===== config.mk =====
export PLATFORM = sky130hd
export DESIGN_NAME = chg_cycle_ctrl
export DESIGN_NICKNAME = d
export VERILOG_FILES = /design/src/rtl/chg_pkg.sv /design/src/rtl/chg_cycle_fsm.sv /design/src/rtl/chg_cycle_dp.sv /design/src/rtl/chg_cycle_ctrl.sv
export SDC_FILE = /design/constraint.sdc
export NUM_CORES = 1
export LEC_CHECK = 0
export BUFFER_PORTS_ARGS = -buffer_cell sky130_fd_sc_hd__buf_2
export CAP_MARGIN = 20
export CORE_MARGIN = 3
export CORE_UTILIZATION = 54
export DETAILED_ROUTE_END_ITERATION = 8
export GPL_TIMING_DRIVEN = 1
export PLACE_DENSITY = 0.85
export SLEW_MARGIN = 20
export SYNTH_ARGS = -nofsm -noshare
export SYNTH_HDL_FRONTEND = slang
export SYNTH_SLANG_ARGS = --single-unit

===== constraint.sdc =====
create_clock -name clk -period 5.3 [get_ports clk]
set_input_delay 0.795 -clock clk [delete_from_list [all_inputs] [get_ports clk]]
set_output_delay 0.795 -clock clk [all_outputs]
set_load 0.03 [all_outputs]

===== src/rtl/chg_pkg.sv =====
package chg_pkg;

  typedef enum logic [3:0] {
    ST_OFF,
    ST_PRE,
    ST_CC,
    ST_CV,
    ST_MAINT,
    ST_NIMH,
    ST_LDO,
    ST_DIS,
    ST_FAULT
  } chgState_e;

  typedef enum logic [2:0] {
    DRV_OFF = 3'd0,
    DRV_PRE = 3'd1,
    DRV_CC  = 3'd2,
    DRV_CV  = 3'd3,
    DRV_LDO = 3'd4
  } drvMode_e;

  typedef struct packed {
    logic timerClear;
    logic timerRun;
  } tmrStrobe_t;

endpackage


===== src/rtl/chg_cycle_fsm.sv =====
module chg_cycle_fsm
  import chg_pkg::*;
(
  input  logic       clk,
  input  logic       rstN,
  input  logic       adapterOk,
  input  logic       battAbovePre,
  input  logic       battAtReg,
  input  logic       currBelowEoc,
  input  logic       battBelowRestart,
  input  logic       chgEnable,
  input  logic       ldoSelect,
  input  logic       timerStopN,
  input  logic       cfgNimh,
  input  logic       timerDone,
  output chgState_e  state,
  output logic       afterMaint,
  output tmrStrobe_t strobe
);

  chgState_e nextState;

  // Start point after off, disabled or LDO.
  function automatic chgState_e startState(input logic nimh);
    return nimh ? ST_NIMH : ST_PRE;
  endfunction

  always_comb begin
    nextState = state;
    if (!adapterOk) begin
      nextState = ST_OFF;
    end else if (!chgEnable) begin
      nextState = ST_DIS;
    end else if (state == ST_FAULT) begin
      nextState = ST_FAULT;
    end else if (ldoSelect) begin
      nextState = ST_LDO;
    end else begin
      unique case (state)
        ST_OFF, ST_DIS, ST_LDO: nextState = startState(cfgNimh);
        ST_PRE:   if (battAbovePre) nextState = ST_CC;
        ST_CC: begin
          if (timerDone)      nextState = timerStopN ? ST_FAULT : ST_MAINT;
          else if (battAtReg) nextState = ST_CV;
        end
        ST_CV:    if (currBelowEoc) nextState = ST_MAINT;
        ST_MAINT: if (battBelowRestart) nextState = ST_PRE;
        ST_NIMH:  nextState = ST_NIMH;
        default:  nextState = ST_OFF;
      endcase
    end
  end

  always_ff @(posedge clk or negedge rstN) begin
    if (!rstN) begin
      state      <= ST_OFF;
      afterMaint <= 1'b0;
    end else begin
      state <= nextState;
      if (!adapterOk)
        afterMaint <= 1'b0;
      else if (state == ST_MAINT && nextState == ST_PRE)
        afterMaint <= 1'b1;
    end
  end

  always_comb begin
    strobe.timerRun   = (state == ST_CC);
    strobe.timerClear = (state != ST_CC);
  end

  assert_adapter_loss_R1: assert property (@(posedge clk) disable iff (!rstN)
    !adapterOk |=> state == ST_OFF);

  assert_pre_exit_R3: assert property (@(posedge clk) disable iff (!rstN)
    (state == ST_PRE && battAbovePre && adapterOk && chgEnable && !ldoSelect)
      |=> state == ST_CC);

  assert_expiry_fault_R7: assert property (@(posedge clk) disable iff (!rstN)
    (state == ST_CC && timerDone && adapterOk && chgEnable && !ldoSelect && timerStopN)
      |=> state == ST_FAULT);

  assert_expiry_maint_R8: assert property (@(posedge clk) disable iff (!rstN)
    (state == ST_CC && timerDone && adapterOk && chgEnable && !ldoSelect && !timerStopN)
      |=> state == ST_MAINT);

  assert_fault_hold_R9: assert property (@(posedge clk) disable iff (!rstN)
    (state == ST_FAULT && adapterOk && chgEnable) |=> state == ST_FAULT);

  assert_nimh_hold_R10: assert property (@(posedge clk) disable iff (!rstN)
    (state == ST_NIMH && adapterOk && chgEnable && !ldoSelect) |=> state == ST_NIMH);

  assert_disable_R12: assert property (@(posedge clk) disable iff (!rstN)
    (adapterOk && !chgEnable) |=> state == ST_DIS);

endmodule


===== src/rtl/chg_cycle_dp.sv =====
module chg_cycle_dp
  import chg_pkg::*;
#(
  parameter int TIMER_TICKS = 20160
) (
  input  logic       clk,
  input  logic       rstN,
  input  tmrStrobe_t strobe,
  input  logic       timerTick,
  input  chgState_e  state,
  input  logic       afterMaint,
  output logic       timerDone,
  output logic [2:0] driveMode,
  output logic       redLedN,
  output logic       greenLedN,
  output logic       eocFlag,
  output logic       faultFlag
);

  localparam int CNT_W = $clog2(TIMER_TICKS + 1);
  localparam logic [CNT_W-1:0] TERM = CNT_W'(TIMER_TICKS);

  logic [CNT_W-1:0] tmrCount;
  logic redOn, greenOn;
  drvMode_e modeSel;

  always_ff @(posedge clk or negedge rstN) begin
    if (!rstN)
      tmrCount <= '0;
    else if (strobe.timerClear)
      tmrCount <= '0;
    else if (strobe.timerRun && timerTick && !timerDone)
      tmrCount <= tmrCount + 1'b1;
  end

  assign timerDone = (tmrCount == TERM);

  always_comb begin
    modeSel = DRV_OFF;
    redOn   = 1'b0;
    greenOn = 1'b0;
    unique case (state)
      ST_PRE: begin
        modeSel = DRV_PRE;
        redOn = !afterMaint; greenOn = afterMaint;
      end
      ST_CC: begin
        modeSel = DRV_CC;
        redOn = !afterMaint; greenOn = afterMaint;
      end
      ST_CV: begin
        modeSel = DRV_CV;
        redOn = !afterMaint; greenOn = afterMaint;
      end
      ST_NIMH:  begin modeSel = DRV_CV; redOn = 1'b1; end
      ST_MAINT: greenOn = 1'b1;
      ST_DIS:   greenOn = 1'b1;
      ST_FAULT: begin redOn = 1'b1; greenOn = 1'b1; end
      ST_LDO:   modeSel = DRV_LDO;
      default:  modeSel = DRV_OFF;
    endcase
  end

  assign driveMode = modeSel;
  assign redLedN   = !redOn;
  assign greenLedN = !greenOn;
  assign eocFlag   = (state == ST_MAINT);
  assign faultFlag = (state == ST_FAULT);

  assert_count_step_R7: assert property (@(posedge clk) disable iff (!rstN)
    (strobe.timerRun && timerTick && !timerDone) |=> tmrCount == $past(tmrCount) + 1'b1);

  assert_count_clear_R13: assert property (@(posedge clk) disable iff (!rstN)
    strobe.timerClear |=> tmrCount == '0);

  assert_ldo_dark_R11: assert property (@(posedge clk) disable iff (!rstN)
    (driveMode == 3'd4) |-> (redLedN && greenLedN));

  assert_fault_leds_R7: assert property (@(posedge clk) disable iff (!rstN)
    faultFlag |-> (!redLedN && !greenLedN && driveMode == 3'd0));

endmodule


===== src/rtl/chg_cycle_ctrl.sv =====
module chg_cycle_ctrl
  import chg_pkg::*;
#(
  parameter int TIMER_TICKS = 20160
) (
  input  logic       clk,
  input  logic       rstN,
  input  logic       adapterOk,
  input  logic       battAbovePre,
  input  logic       battAtReg,
  input  logic       currBelowEoc,
  input  logic       battBelowRestart,
  input  logic       chgEnable,
  input  logic       ldoSelect,
  input  logic       timerStopN,
  input  logic       cfgNimh,
  input  logic       timerTick,
  output logic [2:0] driveMode,
  output logic       redLedN,
  output logic       greenLedN,
  output logic       eocFlag,
  output logic       faultFlag
);

  chgState_e  state;
  logic       afterMaint;
  logic       timerDone;
  tmrStrobe_t strobe;

  chg_cycle_fsm u_fsm (
    .clk              (clk),
    .rstN             (rstN),
    .adapterOk        (adapterOk),
    .battAbovePre     (battAbovePre),
    .battAtReg        (battAtReg),
    .currBelowEoc     (currBelowEoc),
    .battBelowRestart (battBelowRestart),
    .chgEnable        (chgEnable),
    .ldoSelect        (ldoSelect),
    .timerStopN       (timerStopN),
    .cfgNimh          (cfgNimh),
    .timerDone        (timerDone),
    .state            (state),
    .afterMaint       (afterMaint),
    .strobe           (strobe)
  );

  chg_cycle_dp #(.TIMER_TICKS(TIMER_TICKS)) u_dp (
    .clk        (clk),
    .rstN       (rstN),
    .strobe     (strobe),
    .timerTick  (timerTick),
    .state      (state),
    .afterMaint (afterMaint),
    .timerDone  (timerDone),
    .driveMode  (driveMode),
    .redLedN    (redLedN),
    .greenLedN  (greenLedN),
    .eocFlag    (eocFlag),
    .faultFlag  (faultFlag)
  );

endmodule


# Word level (Yosys, flattened, before mapping)
# Index checks and enable logic that the tools add are counted.
dict set report totals {
  regBits 20
  input_bits 12
  word_cells 49
}
dict set report op_classes {
  addsub 1
  eq_ne 12
  n_mux 19
  reduce_logical 14
}
# operator count
set ops {}
lappend ops {{$mux 4} 10}
lappend ops {{$mux 15} 2}
lappend ops {{$pmux 4 s6} 1}
lappend ops {{$eq 4x3->1 const B} 4}
lappend ops {{$add 15x1->15 const B} 1}
lappend ops {{$eq 15x15->1 const B} 1}
lappend ops {{$pmux 3 s4} 1}
lappend ops {{$reduce_or 3->1} 3}
lappend ops {{$eq 4x1->1 const B} 2}
lappend ops {{$eq 4x2->1 const B} 2}
lappend ops {{$eq 4x4->1 const B} 1}
lappend ops {{$logic_not 1->1} 4}
lappend ops {{$logic_not 4->1} 1}
lappend ops {{$ne 4x2->1 const B} 1}
lappend ops {{$pmux 1 s2} 2}
lappend ops {{$reduce_or 2->1} 2}
lappend ops {{$logic_and 1x1->1} 3}
lappend ops {{$mux 3} 1}
lappend ops {{$mux 1} 2}
lappend ops {{$ne 2x1->1 const B} 1}
lappend ops {{$reduce_bool 2->1} 1}

# Depth between registers and ports, before layout
dict set report depth {
  word_depth 11
  depth_mapped 9
}

# Hierarchy
# From an unflattened synthesis, not the netlist that was laid out.
dict set report hier_totals {
  cells_unflattened 159
  area_unflattened_um2 1398.8
}
# mod n_inst cells_each area_per_inst_um2 seq_area_each_um2
set modules_own_cells {}
lappend modules_own_cells {chg_cycle_dp 1 112 1033.5 375.4}
lappend modules_own_cells {chg_cycle_fsm 1 47 365.4 125.1}

# Worst setup path before layout
# No wires, ideal clock.
dict set report synth_timing {
  path_type {register -> output}
  from {register u_fsm.state[1]}
  to {output greenLedN}
  arrival_time_ns 2.024
  t_required_ns 4.505
  setup_slack_ns 2.481
  stages_incl_launch_ff 4
  path_buffers 1
  cell_sequence {dfrtp_1 clkbuf_1 nor3_1 nor2_1}
}
dict set report synth_between {
  elab_chain_len 4
  elab_cells_between_ends 10
  classes_between {eq/ne: 6; mux: 1; reduce/logical: 3}
}
# element line
set synth_rtl {}
lappend synth_rtl {{start, declared} chg_cycle_fsm.sv:16} ;# output chgState_e state,
lappend synth_rtl {{start signal, assigned} chg_cycle_fsm.sv:59} ;# state <= nextState;
lappend synth_rtl {{$eq 4x4->1} n/a}
lappend synth_rtl {{via faultFlag} chg_cycle_ctrl.sv:22} ;# output logic faultFlag
lappend synth_rtl {{$reduce_or 3->1 (no line)} n/a}
lappend synth_rtl {{$pmux 1 s2} chg_cycle_dp.sv:42} ;# unique case (state)
lappend synth_rtl {{$logic_not 1->1} chg_cycle_dp.sv:66} ;# assign greenLedN = !greenOn;
lappend synth_rtl {{end, declared} chg_cycle_ctrl.sv:20} ;# output logic greenLedN,
# The timed path passes the listed nets, and every way through them passes these cells.

# Worst setup path after layout
dict set report layout_timing {
  from {register u_fsm.state[3]}
  to {output faultFlag}
}
dict set report layout_between {
  elab_chain_len 1
}
# element line
set layout_rtl {}
lappend layout_rtl {{$eq 4x4->1} chg_cycle_dp.sv:68} ;# assign faultFlag = (state == ST_FAULT);
lappend layout_rtl {{end, declared} chg_cycle_ctrl.sv:22}
# No other way between the ends.

==> metrics.md <==
| Metric | Value |
|---|---|
| Status | `complete, no violations` |
| Initial antenna violation count | `0` |
| Ports | `19` |
| Yosys warns | `0` |
| Sequential power share | `53.1%` |
| Max Fclk | `361 MHz` |
| Register area | `500 µm²` |
| CTS H-tree lvls | `1` |
| Commonest cells after routing, fill and taps aside | `nor2_1, dfrtp_1, buf_2, nand2_1, a21oi_1` |
| Slew @ Worst Pin | `763 ps` |
| Pwr per Cell Area | `209 mW/mm²` |
| Hold Slack | `409 ps` |
| Commonest register cell after synthesis | `dfrtp_1` |
| Final #Nets | `184` |
| DRC | `0` |
| Sequential share of the synthesized area | `37.3%` |
| Post-route non-filler standard cell count | `197` |
| Reg-to-Reg Start | `u_dp.tmrCount[3]` |
| Pin count of the biggest net entering global routing | `21` |
| Number of distinct library cells after synthesis | `44` |
| Dpl cells | `193` |
| CTS buffer count | `3` |
| Startpoint Class | `flop` |
| Setup ws final | `2530 ps` |
| Setup Buffers After CTS | `0` |
| Site Rows | `17` |
| Buf+Inv Stages, Crit Path | `1` |
| Critical path peak fanout | `14` |
| Skew final | `1.56 ps` |
| Clk_lat worst skew | `310 ps` |
| R2R Path End | `u_fsm.afterMaint` |
| TritonRoute pass-1 iters | `4` |
| MaxCap Viol Count | `0` |
| Share of cells above drive strength 1 | `16.6%` |
| Routed WL | `2.93 mm` |
| Final period util | `52.3%` |
| DR vias | `1188` |
| Fillcell total | `186` |
| Die W | `55.8 µm` |
| R2R Setup Slk | `2840 ps` |
| Post-cts sizing count | `0` |
| RD Place Congestion | `0.911` |
| TritonCTS clock tree | `done` |
| Worst EP required | `4510 ps` |
| Final setup viols | `0` |
| RSZ-0062 raised after global routing | `false` |
| Slew headroom | `48.8%` |
| CTS Hold Buffers Added | `0` |
| Psw | `0.0892 mW` |
| WP data arrival | `1980 ps` |
| LEAKAGE | `0.615 nW` |
| Die ar. | `0.00312 mm²` |
| IO buf count | `18` |
| Critical path startpoint | `u_fsm.state[3]` |
| Core area | `0.00228 mm²` |
| Max stage delay on crit path | `610 ps` |
| Vias in the first global route | `1101` |
| Global-route wire length before repair | `5.05 mm` |
| Clock power frac | `28.9%` |
| Post-Syn Nets | `170` |
| Critical path's top delay family | `simple AND/OR/NAND/NOR gates` |
| Total track usage | `20.0%` |
| Crit path capture type | `primary output` |
| Register clock-pin slew on the reported worst setup and hold paths | `110 ps` |
| Area growth from synthesis to layout | `9.34%` |
| Cell Int Power | `0.218 mW` |
| Starting Density | `58.9%` |
| CTS Buffer Depth | `2` |
| Synthesized area | `0.00134 mm²` |
| Final Critical Period | `2770 ps` |
| Initial drt markers | `28` |
| R2R cell count | `5` |
| Commonest non-fill, non-tap cell in the layout | `nor2_1` |
| Synth async-reset ratio | `100%` |
| Detail Route Antenna Nets | `0` |
| Yosys reg bits | `20` |
| CP max-delay cell | `dfrtp_1` |
| Clock sink count | `20` |
| Synthesized area per cell | `8.59 µm²` |
| Worst-path cell chain | `nand2b_1, nor3_1, buf_2` |
| Final HPWL from detailed placement | `2.18 mm` |
| Drt wl/cell | `14.9 µm` |
| Synth Instances | `156` |
| Drt via density | `6.03` |
| HP Class | `in -> async` |
| Pre-CTS setup slack | `2890 ps` |
| Pins Over Slew Limit | `0` |
| Setup CP Type | `reg -> out` |
| Grt ovf | `0` |
| Comb pwr share | `18.0%` |
| Area of the multi-input gates | `785 µm²` |
| Max rail drop VDD | `0.157 mV` |
| Post-synth EDFFs | `0` |
| Final hold vios | `0` |
| Aggregate negative setup slack | `0 ps` |
| CTS root buffer | `clkbuf_4` |
| Diode count | `0` |
| Sw frac | `29.1%` |
| Die H | `55.8 µm` |
[power groups by stage]
stage	clock network (mW)	registers (mW)	logic [mW]
after CTS	0.0909	0.163	0.0553
after floorplan	0	0.161	0.0425
final	0.0887	0.163	0.0552
after global routing	0.0970	0.164	0.0612
after global placement	0	0.165	0.0537
after detailed placement	0	0.166	0.0551
[worst max path at each step]
| stage | slack (ps) | depth (start not counted) | endpoint |
|---|---|---|---|
| 6_report | 2530 | 3 | faultFlag |
| 5_1_grt | 2330 | 3 | faultFlag |
| 4_1_cts | 2550 | 3 | faultFlag |
| 3_5_place_dp | 2890 | 5 | u_fsm.afterMaint |
| 3_3_place_gp | 2940 | 5 | u_fsm.afterMaint |
| 2_1_floorplan | 2480 | 3 | greenLedN |
[area by class of cell]
| class | instances | share of cell area [%] |
|---|---|---|
| multi-input cells | 122 | 53.5 |
| repair buffers | 18 | 6.15 |
| clock buffers | 4 | 2.48 |
| inverters | 5 | 1.28 |
| well taps | 28 | 2.39 |
| flip-flops and latches | 20 | 34.2 |
[metrics by stage]
step / util (%) / cell area (µm²) / power (mW)
2_1_floorplan: - / 1340 / 0.203
3_3_place_gp: 62.8 / 1430 / 0.219
3_5_place_dp: 62.8 / 1430 / 0.221
4_1_cts: 64.4 / 1470 / 0.309
5_1_grt: 64.4 / 1470 / 0.322
6_report: 64.4 / 1470 / 0.307
[layer usage]
metal  GRT usage (%)  vias up  wire, µm
li1                -      583         -
met3            2.78        5       126
met1            27.4      572      1320
met5               0        -         0
met2            32.3       28      1440
met4            7.12        0        43
[synth_stat cells (2+ instances only)]
cell type	count	area share, %
or4_1	3	1.7
ha_1	2	1.9
xnor2_1	2	1.3
buf_2	2	0.75
o31ai_1	3	1.7
nor3b_1	2	1.1
and3_1	2	0.93
nand2b_1	4	1.9
dfrtp_1	20	37
nand2_1	13	3.6
inv_1	4	1.1
o21ai_0	3	1.1
a21oi_1	10	3.7
xor2_1	9	5.9
nor2_1	21	5.9
nand3_1	9	3.4
clkbuf_1	7	2.0
nor2b_1	3	1.4
nand4_1	6	2.8
nor3_1	6	2.2
nand4bb_1	2	1.7
[registers in the layout, indices dropped and copies added (netlist names)]
register	flops
u_dp.tmrCount	15
u_fsm.state	4
u_fsm.afterMaint	1
[logic make-up after synthesis]
| kind of cell | synth area share [%] |
|---|---|
| buf+inv | 4.11 |
| simple gates | 32.0 |
| flops | 37.3 |
| compound gates | 15.9 |
| fa+ha+maj | 1.87 |
| mux | 1.59 |
| xor+xnor | 7.19 |
Power figures use the tool's default switching activity.
